===== config.mk =====
export PLATFORM = sky130hd
export DESIGN_NAME = vpic_top
export DESIGN_NICKNAME = d
export VERILOG_FILES = /design/src/rtl/vpic_pkg.sv /design/src/rtl/vpic_mask_bank.sv /design/src/rtl/vpic_prio_store.sv /design/src/rtl/vpic_selector.sv /design/src/rtl/vpic_top.sv
export SDC_FILE = /design/constraint.sdc
export NUM_CORES = 1
export LEC_CHECK = 0
export ABC_AREA = 1
export BUFFER_PORTS_ARGS = -buffer_cell sky130_fd_sc_hd__clkbuf_2
export CAP_MARGIN = 20
export CORE_ASPECT_RATIO = 2
export CORE_UTILIZATION = 35
export DETAILED_ROUTE_END_ITERATION = 10
export SYNTH_ARGS = -nofsm -noshare
export SYNTH_HDL_FRONTEND = slang
export SYNTH_SLANG_ARGS = --single-unit
export TNS_END_PERCENT = 50

===== constraint.sdc =====
create_clock -name clk -period 67.9 [get_ports clk]
set_clock_uncertainty 0.15 [all_clocks]
set_input_delay 0 -clock clk [delete_from_list [all_inputs] [get_ports clk]]
set_output_delay 0 -clock clk [all_outputs]
set_load 0.03 [all_outputs]

===== src/rtl/vpic_pkg.sv =====
// Package: shared register offsets of the vectored interrupt controller.
// Assumes a 32-bit data bus and byte addresses, with registers on word boundaries.
package vpic_pkg;
    localparam int unsigned BUS_W        = 32;
    localparam int unsigned OFS_RAW_LO   = 'h100;
    localparam int unsigned OFS_RAW_HI   = 'h104;
    localparam int unsigned OFS_ACT_LO   = 'h108;
    localparam int unsigned OFS_ACT_HI   = 'h10C;
    localparam int unsigned OFS_PRIO_RD  = 'h118;
    localparam int unsigned OFS_NUM      = 'h120;
    localparam int unsigned OFS_MASK_LO  = 'h128;
    localparam int unsigned OFS_MASK_HI  = 'h12C;
    localparam int unsigned OFS_MSET_LO  = 'h130;
    localparam int unsigned OFS_MSET_HI  = 'h134;
    localparam int unsigned OFS_MCLR_LO  = 'h138;
    localparam int unsigned OFS_MCLR_HI  = 'h13C;
    localparam int unsigned OFS_EOS      = 'h150;
endpackage


===== src/rtl/vpic_mask_bank.sv =====
// Module: per-channel enable mask with write-one set and write-one clear commands.
// Assumes set and clear are never strobed in the same cycle, because they have different addresses.
// Channels 0-31 take the low command word and the rest take the high word.
module vpic_mask_bank #(
    parameter int unsigned NUM_CH = 62
) (
    input  logic              clk,
    input  logic              rst_n,
    input  logic              set_lo_we,
    input  logic              set_hi_we,
    input  logic              clr_lo_we,
    input  logic              clr_hi_we,
    input  logic [31:0]       wdata_i,
    output logic [NUM_CH-1:0] mask_o
);
    localparam int unsigned HI_W = NUM_CH - 32;

    logic unused_wdata;
    assign unused_wdata = ^wdata_i;

    for (genvar g = 0; g < NUM_CH; g++) begin : g_ch
        localparam int unsigned BIT = g % 32;
        logic set_we, clr_we;
        if (g < 32) begin : g_lo
            assign set_we = set_lo_we;
            assign clr_we = clr_lo_we;
        end else begin : g_hi
            assign set_we = set_hi_we;
            assign clr_we = clr_hi_we;
        end
        // Update one enable bit from the set or clear command.
        always_ff @(posedge clk) begin
            if (!rst_n)                     mask_o[g] <= 1'b0;
            else if (set_we && wdata_i[BIT]) mask_o[g] <= 1'b1;
            else if (clr_we && wdata_i[BIT]) mask_o[g] <= 1'b0;
        end
    end

    assert_set_enables_R2: assert property (@(posedge clk) disable iff (!rst_n)
        set_lo_we |=> ((mask_o[31:0] & $past(wdata_i)) == $past(wdata_i)));
    assert_set_keeps_others_R2: assert property (@(posedge clk) disable iff (!rst_n)
        set_lo_we |=> ((mask_o[31:0] & ~$past(wdata_i)) == ($past(mask_o[31:0]) & ~$past(wdata_i))));
    assert_clear_disables_R3: assert property (@(posedge clk) disable iff (!rst_n)
        clr_hi_we |=> ((mask_o[NUM_CH-1:32] & $past(wdata_i[HI_W-1:0])) == '0));
endmodule


===== src/rtl/vpic_prio_store.sv =====
// Module: 3-bit priority fields, four channels per 32-bit word, each in its own byte.
// Assumes PRIO_W <= 8. The fields reset to all ones (lowest priority). The word read is combinational.
module vpic_prio_store #(
    parameter int unsigned NUM_CH = 62,
    parameter int unsigned PRIO_W = 3,
    parameter int unsigned WIDX_W = 4
) (
    input  logic                          clk,
    input  logic                          rst_n,
    input  logic                          we_i,
    input  logic [WIDX_W-1:0]             widx_i,
    input  logic [31:0]                   wdata_i,
    output logic [NUM_CH-1:0][PRIO_W-1:0] prio_o,
    output logic [31:0]                   rword_o
);
    logic unused_wdata;
    assign unused_wdata = ^wdata_i;

    for (genvar g = 0; g < NUM_CH; g++) begin : g_ch
        localparam int unsigned WORD = g / 4;
        localparam int unsigned SLOT = g % 4;
        // Load this channel's field when its word is written.
        always_ff @(posedge clk) begin
            if (!rst_n)                                   prio_o[g] <= '1;
            else if (we_i && widx_i == WIDX_W'(WORD))     prio_o[g] <= wdata_i[8*SLOT +: PRIO_W];
        end
    end

    // Assemble the addressed word for read-back, with absent channels left as zero.
    always_comb begin
        rword_o = '0;
        for (int s = 0; s < 4; s++) begin
            if (int'(widx_i) * 4 + s < int'(NUM_CH))
                rword_o[8*s +: PRIO_W] = prio_o[int'(widx_i) * 4 + s];
        end
    end
endmodule


===== src/rtl/vpic_selector.sv =====
// Module: picks the winning channel among the candidates.
// The lowest priority value wins, ties go to the lower channel number, and channel 0 is never chosen.
// Purely combinational; its depth is a linear scan of NUM_CH compare stages.
module vpic_selector #(
    parameter int unsigned NUM_CH = 62,
    parameter int unsigned PRIO_W = 3,
    parameter int unsigned ID_W   = 6
) (
    input  logic [NUM_CH-1:0]             cand_i,
    input  logic [NUM_CH-1:0][PRIO_W-1:0] prio_i,
    output logic                          found_o,
    output logic [ID_W-1:0]               win_id_o,
    output logic [PRIO_W-1:0]             win_prio_o
);
    logic unused_ch0;
    assign unused_ch0 = cand_i[0] ^ (^prio_i[0]);

    // Scan from the top channel down; "<=" lets the lower index win a tie.
    always_comb begin
        found_o    = 1'b0;
        win_id_o   = '0;
        win_prio_o = '1;
        for (int i = NUM_CH - 1; i >= 1; i--) begin
            if (cand_i[i] && (!found_o || prio_i[i] <= win_prio_o)) begin
                found_o    = 1'b1;
                win_id_o   = ID_W'(i);
                win_prio_o = prio_i[i];
            end
        end
    end
endmodule


===== src/rtl/vpic_top.sv =====
// Module: vectored prioritized interrupt controller, top level.
// Samples the sources, decodes the register bus, holds the vector registers and the
// one-deep in-service record, and drives the processor request.
// Assumes 32 < NUM_CH <= 64 and a single bus access per cycle.
module vpic_top
    import vpic_pkg::*;
#(
    parameter int unsigned NUM_CH = 62,
    parameter int unsigned PRIO_W = 3,
    parameter int unsigned ADDR_W = 12
) (
    input  logic              clk,
    input  logic              rst_n,
    input  logic [NUM_CH-1:0] src_i,
    input  logic [ADDR_W-1:0] bus_addr_i,
    input  logic              bus_wr_i,
    input  logic              bus_rd_i,
    input  logic [31:0]       bus_wdata_i,
    output logic [31:0]       bus_rdata_o,
    output logic              irq_o
);
    localparam int unsigned ID_W      = $clog2(NUM_CH);
    localparam int unsigned CTL_WORDS = (NUM_CH + 3) / 4;
    localparam int unsigned WIDX_W    = (CTL_WORDS > 1) ? $clog2(CTL_WORDS) : 1;

    logic [NUM_CH-1:0]             src_q, mask, cand;
    logic [NUM_CH-1:0][PRIO_W-1:0] prio;
    logic [31:0]                   ctl_word, rd_val;
    logic [63:0]                   pend64, act64, mask64;
    logic                          win_found;
    logic [ID_W-1:0]               win_id, vec_now, num_q;
    logic [PRIO_W-1:0]             win_prio, isv_prio;
    logic                          isv_valid;
    logic                          hit_ctl, prio_rd, num_rd, eos_wr;

    assign hit_ctl = bus_addr_i < ADDR_W'(CTL_WORDS * 4);
    assign prio_rd = bus_rd_i && bus_addr_i == ADDR_W'(OFS_PRIO_RD);
    assign num_rd  = bus_rd_i && bus_addr_i == ADDR_W'(OFS_NUM);
    assign eos_wr  = bus_wr_i && bus_addr_i == ADDR_W'(OFS_EOS);

    // Register the level-sensitive sources once per clock.
    always_ff @(posedge clk) begin
        if (!rst_n) src_q <= '0;
        else        src_q <= src_i;
    end

    vpic_mask_bank #(.NUM_CH(NUM_CH)) u_mask (
        .clk       (clk),
        .rst_n     (rst_n),
        .set_lo_we (bus_wr_i && bus_addr_i == ADDR_W'(OFS_MSET_LO)),
        .set_hi_we (bus_wr_i && bus_addr_i == ADDR_W'(OFS_MSET_HI)),
        .clr_lo_we (bus_wr_i && bus_addr_i == ADDR_W'(OFS_MCLR_LO)),
        .clr_hi_we (bus_wr_i && bus_addr_i == ADDR_W'(OFS_MCLR_HI)),
        .wdata_i   (bus_wdata_i),
        .mask_o    (mask)
    );

    vpic_prio_store #(.NUM_CH(NUM_CH), .PRIO_W(PRIO_W), .WIDX_W(WIDX_W)) u_prio (
        .clk     (clk),
        .rst_n   (rst_n),
        .we_i    (bus_wr_i && hit_ctl),
        .widx_i  (bus_addr_i[2 +: WIDX_W]),
        .wdata_i (bus_wdata_i),
        .prio_o  (prio),
        .rword_o (ctl_word)
    );

    assign cand = src_q & mask;

    vpic_selector #(.NUM_CH(NUM_CH), .PRIO_W(PRIO_W), .ID_W(ID_W)) u_sel (
        .cand_i     (cand),
        .prio_i     (prio),
        .found_o    (win_found),
        .win_id_o   (win_id),
        .win_prio_o (win_prio)
    );

    // Request when the winner is strictly more urgent than the interrupt in service.
    assign irq_o   = win_found && (!isv_valid || win_prio < isv_prio);
    assign vec_now = irq_o ? win_id : '0;

    // Widen the per-channel vectors to two full words for read-back.
    always_comb begin
        pend64 = '0;
        act64  = '0;
        mask64 = '0;
        pend64[NUM_CH-1:0] = src_q;
        act64[NUM_CH-1:0]  = cand;
        mask64[NUM_CH-1:0] = mask;
    end

    // Select the read data for the addressed register.
    always_comb begin
        rd_val = '0;
        if (hit_ctl) begin
            rd_val = ctl_word;
        end else begin
            case (bus_addr_i)
                ADDR_W'(OFS_RAW_LO):  rd_val = pend64[31:0];
                ADDR_W'(OFS_RAW_HI):  rd_val = pend64[63:32];
                ADDR_W'(OFS_ACT_LO):  rd_val = act64[31:0];
                ADDR_W'(OFS_ACT_HI):  rd_val = act64[63:32];
                ADDR_W'(OFS_PRIO_RD): rd_val = {{(BUS_W-ID_W-2){1'b0}}, vec_now, 2'b00};
                ADDR_W'(OFS_NUM):     rd_val = {{(BUS_W-ID_W){1'b0}}, num_q};
                ADDR_W'(OFS_MASK_LO): rd_val = mask64[31:0];
                ADDR_W'(OFS_MASK_HI): rd_val = mask64[63:32];
                default:              rd_val = '0;
            endcase
        end
    end

    // Register the read data; it is zero in cycles with no read.
    always_ff @(posedge clk) begin
        if (!rst_n)        bus_rdata_o <= '0;
        else if (bus_rd_i) bus_rdata_o <= rd_val;
        else               bus_rdata_o <= '0;
    end

    // The interrupt-number register loads on a priority read and clears on its own read.
    always_ff @(posedge clk) begin
        if (!rst_n)       num_q <= '0;
        else if (prio_rd) num_q <= vec_now;
        else if (num_rd)  num_q <= '0;
    end

    // One-deep in-service record: set on an acknowledging read, cleared by end of service.
    always_ff @(posedge clk) begin
        if (!rst_n) begin
            isv_valid <= 1'b0;
            isv_prio  <= '1;
        end else if (prio_rd && irq_o) begin
            isv_valid <= 1'b1;
            isv_prio  <= win_prio;
        end else if (eos_wr) begin
            isv_valid <= 1'b0;
        end
    end

    assert_winner_eligible_R6: assert property (@(posedge clk) disable iff (!rst_n)
        win_found |-> (cand[win_id] && win_id != '0));
    assert_prio_read_format_R7: assert property (@(posedge clk) disable iff (!rst_n)
        prio_rd |=> (bus_rdata_o[31:8] == '0 && bus_rdata_o[1:0] == 2'b00));
    assert_vector_latched_R8: assert property (@(posedge clk) disable iff (!rst_n)
        (prio_rd && irq_o) |=> num_q == $past(win_id));
    assert_num_clears_R8: assert property (@(posedge clk) disable iff (!rst_n)
        num_rd |=> num_q == '0);
    assert_service_masks_equal_R9: assert property (@(posedge clk) disable iff (!rst_n)
        (prio_rd && irq_o) |=> irq_o == (win_found && win_prio < $past(win_prio)));
    assert_eos_clears_R10: assert property (@(posedge clk) disable iff (!rst_n)
        eos_wr |=> !isv_valid);
endmodule


==> metrics, run 1 <==
worst vdd ir=20.12 µV; CP most frequent cell=nand2_2; library cells used by synthesis=49; Pins Over Slew Limit=0; Worst-path clk slew=0.07 ns; Syn Area/Cell=6.856 µm²; gr ovfl total=0; Post-DRT Antenna Nets=0; TritonCTS Buffers=35; Worst Setup Start Kind=register; sequential area share after synthesis=0.3099; nature of the critical path endpoint=output pin; crit path DAT=64.98 ns; Crit-path slowest cell=dfxtp_2; Yosys top cell area share=0.3099; Vias/cell=5.625; HPWL after detailed placement=76.07 mm; largest net degree at the start of global routing=91; worst min path class=input pin to register; most frequent cell after synthesis=nand2_1; placed insts=4246; violation count after the first detailed-route iteration=2004; Core ar.=64090 µm²; I/O pin count=143; Die Ht=362.5 µm; nets@finish=4003; Leak=0.01596 µW; CTS tree=built; Final Setup Violations=0; Vias=25890; WP buf/inv=95; worst-margin pin slew=1.170 ns; status=complete, no violations; Synth async-reset ratio=0; routed len/inst=22.87 µm; syn_nets=3609; global-route wire length before repair=148.7 mm; fmax=15.35 MHz; total track usage=0.3033; initial antenna violation count=4; DRT Pass-1 Iters=7; num rows=131; ys flop type=dfxtp_1; critical path type=register to output pin; Power Dens Cells=14.61 nW/µm²; Max-Cap Viols=0; Post-Syn Area=22740 µm²; Hold Fails Final Rpt=0; Layout Cells excl Fill=4602; vias in the first global route=24560; RSZ-0062 raised after global routing=yes; Final Wtd Congestion=1.071; drt total wl=105.3 mm; Mapped Cells=3317; layout cell share with drive strength beyond 1=0.2510; crit-path leading delay family=simple AND/OR/NAND/NOR gates; input/output buffers=142; fin crit share=0.9592; clk_lat worst skew=0.58 ns; clock sinks=352; die area=66060 µm²; Synth-to-Final Area Change=34.66%; most frequent cells after synthesis=903 x nand2_1, 422 x inv_1, 352 x dfxtp_1, 248 x nand3_1, 224 x o211ai_1; die width=182.2 µm; Fillers=6293; Tmin final=65.13 ns; count of state elements after synthesis=352; Worst Path Max Fanout=8; EDFF count, synth=0; Tot Pwr=447.5 µW; final core utilization=0.4778; Rel. slew slack=0.2150; Initial Util=0.3548; Crit path largest cell delay=0.36 ns; YS warnings=0; maximum root-to-sink buffer count=3; cell taking the most area after synthesis=dfxtp_1; Root Driver=clkbuf_16; drt drc=0; largest cells by area after synthesis=dfxtp_1 31%, nand2_1 15%, ha_1 10%; Critical Path RT=67.75 ns; CTS H-tree depth=2
## worst reg2reg max path, delay by kind of cell, from the launching register on
kind | cells | cell delay, ns
AO/OA/AOI/OAI | 111 | 17.57
adder cells (fa/ha/maj) | 61 | 13.72
buffers and inverters | 94 | 7.72
flip-flops | 1 | 0.36
AND/OR/NAND/NOR | 261 | 25.45
## stage by stage
step / setup TNS [ns] / hold slack [ns] / setup WS, ns / instance area [µm²]
floorplan: 0 / -0.05237 / 5.992 / 22740
global route: -20.38 / 0.03060 / -1.338 / 30620
finish: 0 / 0.0006007 / 2.773 / 30620
global placement: -10.46 / 0.03251 / -0.9027 / 24460
CTS: 0 / 0.001393 / 0.006423 / 27680
detailed placement: -25.98 / 0.03406 / -1.819 / 24470
## cell usage in the layout (no fill, tap or decap), types with 140 or more instances in the layout
cell type,count
buf_4,140
clkbuf_2,140
dfxtp_1,350
dlygate4sd3_1,180
inv_1,370
nand2_1,740
nand2_2,144
nand3_1,173
o211ai_1,224
o21ai_0,143
## worst paths after layout
path	from	endpoint	slack (ns)	cells past startpoint
setup / recovery	src_q[61]	irq_o	2.77	525
hold / removal	src_i[12]	src_q[12]	0.0006	4
setup reg to reg	src_q[61]	bus_rdata_o[2]	2.84	527
hold reg to reg	isv_prio[1]	isv_prio[1]	0.32	2
## registers in the layout (all words and copies together), names as in the netlist
register	flops
bus_rdata_o	32
src_q	62
isv_valid	1
u_mask.mask_o	62
u_prio.prio_o	186
num_q	6
isv_prio	3
## logic make-up (layout without fill, tap and decap cells)
logic type / after synthesis / count (layout) / share of synthesized area
other: 0 / 1 / 0
buffers and inverters: 599 / 1019 / 0.09920
adder cells (fa/ha/maj): 182 / 182 / 0.1001
AND/OR/NAND/NOR: 1451 / 1451 / 0.2795
flip-flops: 352 / 352 / 0.3099
AO/OA/AOI/OAI: 733 / 733 / 0.2113
## per-layer routing
metal	part of all wire	vias to the layer above	wire, µm	global-route usage
li1	-	12030	-	-
met1	0.33	12190	34990	0.2911
met2	0.49	1189	51980	0.5423
met3	0.062	469	6550	0.04773
met4	0.11	6	11700	0.2981
met5	0.00038	-	40	0
## area by class of cell
class,instances,area (µm²),share of cell area
Multi-Input combinational cell,2366,15720,0.5133
Sequential cell,352,7049,0.2302
Timing Repair Buffer,486,3857,0.1260
Inverter,470,1787,0.05835
Tap cell,864,1081,0.03530
Clock buffer,49,988.4,0.03228
Clock inverter,14,140.1,0.004576
Antenna cell,1,2.502,0.00008172
## report_power, final
part	leakage (µW)	switching (µW)	internal (µW)
combinational	0.0125	21.5	12.7
sequential	0.00286	1.37	208
clock	0.000554	93.2	110
total	0.0160	116	331
## repair_timing
item / 4_1_cts / 5_1_grt
gates resized for setup: 48 / 498
setup buffers: 22 / 89
endpoints found under the setup margin: 17 / 17
hold buffers: 180 / 0
pin swaps: 11 / 211
endpoints found under the hold margin: 188 / 0
Note: power is estimated with default switching activity, not from simulation.
==> inputs of run 2 (changes only) <==
- REMOVE_ABC_BUFFERS: unset -> 1
==> metrics, run 2 (same netlist as run 1, synthesis figures left out) <==
status=finished, violations left; violated checks=negative hold slack; Top reg by flops=u_prio.prio_o; Rel. slew slack=0.2127 (-0.002242); CP most frequent cell=nand2_2; Logic pwr share=0.074 (-0.002); Post-DRT Antenna Nets=0 (unchanged); critical path type=register to output pin; clock sinks=352 (unchanged); layout cell share with drive strength beyond 1=0.2647 (+0.01372); min-delay src=src_i[2]; Vias=26060 (+0.68%); nature of the critical path endpoint=output pin; Vias/cell=5.664 (+0.70%); die width=182.2 µm (unchanged); Worst Setup Start Kind=register; Crit path largest cell delay=0.38 ns (+0.02 ns); placed insts=4261 (+0.35%); pre-CTS WS=-0.7387 ns (+1.080 ns); Final Wtd Congestion=1.037 (-3.2%); clk_lat worst skew=0.62 ns (+0.04 ns); Initial Util=0.3548 (unchanged); Tot Pwr=480.5 µW (+7.4%); Fillers=6292 (-0.016%); P_sw=124.7 µW (+7.5%); Critical Path RT=67.75 ns (about the same); Clk pwr share=0.489 (+0.034); DRT Pass-1 Iters=7 (unchanged); worst-margin pin slew=1.180 ns (+0.009300 ns); CTS tree=built; I/O pin count=143 (unchanged); nets@finish=4001 (-0.050%); Core ar.=64090 µm² (unchanged); Multi-input gate area=16000 µm² (+1.8%); fin crit share=0.9555 (-0.003695); CTS H-tree depth=2 (unchanged); Final TNS setup=0 ns (unchanged); CP startpoint=u_mask.mask_o[61]; HPWL after detailed placement=79.09 mm (+4.0%); worst vdd ir=17.01 µV (-15%); register share of total power=0.437 (-0.032); Die Ht=362.5 µm (unchanged); drt drc=0 (unchanged); global-route wire length before repair=154.9 mm (+4.2%); die area=66060 µm² (unchanged); TritonCTS Buffers=38 (+8.6%); Max-Cap Viols=0 (unchanged); fmax=15.41 MHz (+0.39%); Tmin final=64.88 ns (-0.2509 ns); maximum root-to-sink buffer count=3 (unchanged); total track usage=0.3194 (+0.01604); crit path DAT=64.73 ns (-0.25 ns); internal power=355.7 µW (+7.3%); drt total wl=110.4 mm (+4.9%); Top Registers=u_prio.prio_o: 186 flops, src_q: 62 flops, u_mask.mask_o: 62 flops; final core utilization=0.4866 (+0.008727); input/output buffers=142 (unchanged); Crit-path slowest cell=dfxtp_4; Power Dens Cells=15.41 nW/µm² (+5.4%); worst hold margin=-0.01440 ns (-0.01500 ns); Layout Cells excl Fill=4601 (-0.022%); Hold Fails Final Rpt=1 (+1); most frequent cells in the layout=734 x nand2_1, 367 x inv_1, 350 x dfxtp_1; most common library cell in the layout ignoring fill and taps=nand2_1; Sw Ratio=0.2596 (+0.0003763); gr ovfl total=0 (unchanged); initial antenna violation count=2 (-2); Leak=0.01616 µW (+1.3%); Final WS setup=3.024 ns (+0.2509 ns); violation count after the first detailed-route iteration=2104 (+5.0%); worst min path class=input pin to register; Root Driver=clkbuf_16; storage element area=7054 µm² (about the same); Synth-to-Final Area Change=37.12%; Worst Path Max Fanout=8 (unchanged); Pins Over Slew Limit=0 (unchanged); RR Startpoint=u_mask.mask_o[61]; Worst-path clk slew=0.07 ns (about the same); Final Setup Violations=0 (unchanged); Largest register FFs=186 (unchanged); num rows=131 (unchanged); vias in the first global route=25000 (+1.8%); largest net degree at the start of global routing=74 (-19%); routed len/inst=24.00 µm (+4.9%)
## run 2: cell count changes in the layout (fill, tap and decap cells not counted), sizes merged
| cell | delta |
|---|---|
| dlygate4sd3 | -7 |
| bufinv | +5 |
| clkbuf | -5 |
| buf | +3 |
| clkinvlp | +2 |
| clkinv | +1 |
## run 2: layer usage
layer / up-vias / global-route usage / wire (µm)
li1: 12040 / - / -
met1: 12170 / 0.3125 / 36340
met2: 1304 / 0.5516 / 52150
met3: 543 / 0.05445 / 7881
met4: 2 / 0.3333 / 14040
met5: - / 0 / 9
## run 2: per-stage QoR
step	area, µm²	hold WS [ns]
finish	31180	-0.01440
global route	31180	0.007073
CTS	27850	0.003120
detailed placement	24640	0.03350
global placement	24570	0.03358
floorplan	22250	-0.06590
## run 2: timing repair
| item | in CTS | in global routing |
|---|---|---|
| hold buffers | 173 | 0 |
| setup endpoints to repair | 17 | 17 |
| cloned | 0 | 0 |
| setup buffers | 4 | 92 |
| pin swaps | 9 | 249 |
| resized for setup | 40 | 554 |
| endpoints found under the hold margin | 222 | 0 |
## run 2: worst max-delay path: cells and delay by family (launching register included)
family | cells | cell delay, ns
AOI/OAI and AO/OA | 108 | 16.11
buffers and inverters | 84 | 7.53
DFF | 1 | 0.38
and+or+nand+nor | 254 | 25.78
adders and majority gates | 61 | 14.19
## run 2: layout make-up
| class | instances | area share |
|---|---|---|
| Sequential cell | 352 | 0.2262 |
| Antenna cell | 1 | 0.00008025 |
| Tap cell | 864 | 0.03467 |
| Clock inverter | 22 | 0.01136 |
| Timing Repair Buffer | 481 | 0.1254 |
| Inverter | 470 | 0.05722 |
| Multi-Input combinational cell | 2366 | 0.5131 |
| Clock buffer | 45 | 0.03198 |
## run 2: worst paths after layout
| check | end | slack, ns | cells after the start |
|---|---|---|---|
| max | irq_o | 3.02 | 507 |
| max reg2reg | isv_prio[0] | 3.20 | 508 |
| min reg2reg | num_q[3] | 0.32 | 2 |
| min | src_q[2] | -0.01 | 4 |
## run 2: power groups by stage
| stage | combinational (µW) | sequential [µW] | clock, µW |
|---|---|---|---|
| after floorplan | 8.31 | 214 | 0 |
| after global placement | 25.0 | 215 | 0 |
| after detailed placement | 25.4 | 215 | 0 |
| after CTS | 33.1 | 210 | 238 |
| after global routing | 36.6 | 210 | 244 |
| final | 35.5 | 210 | 235 |
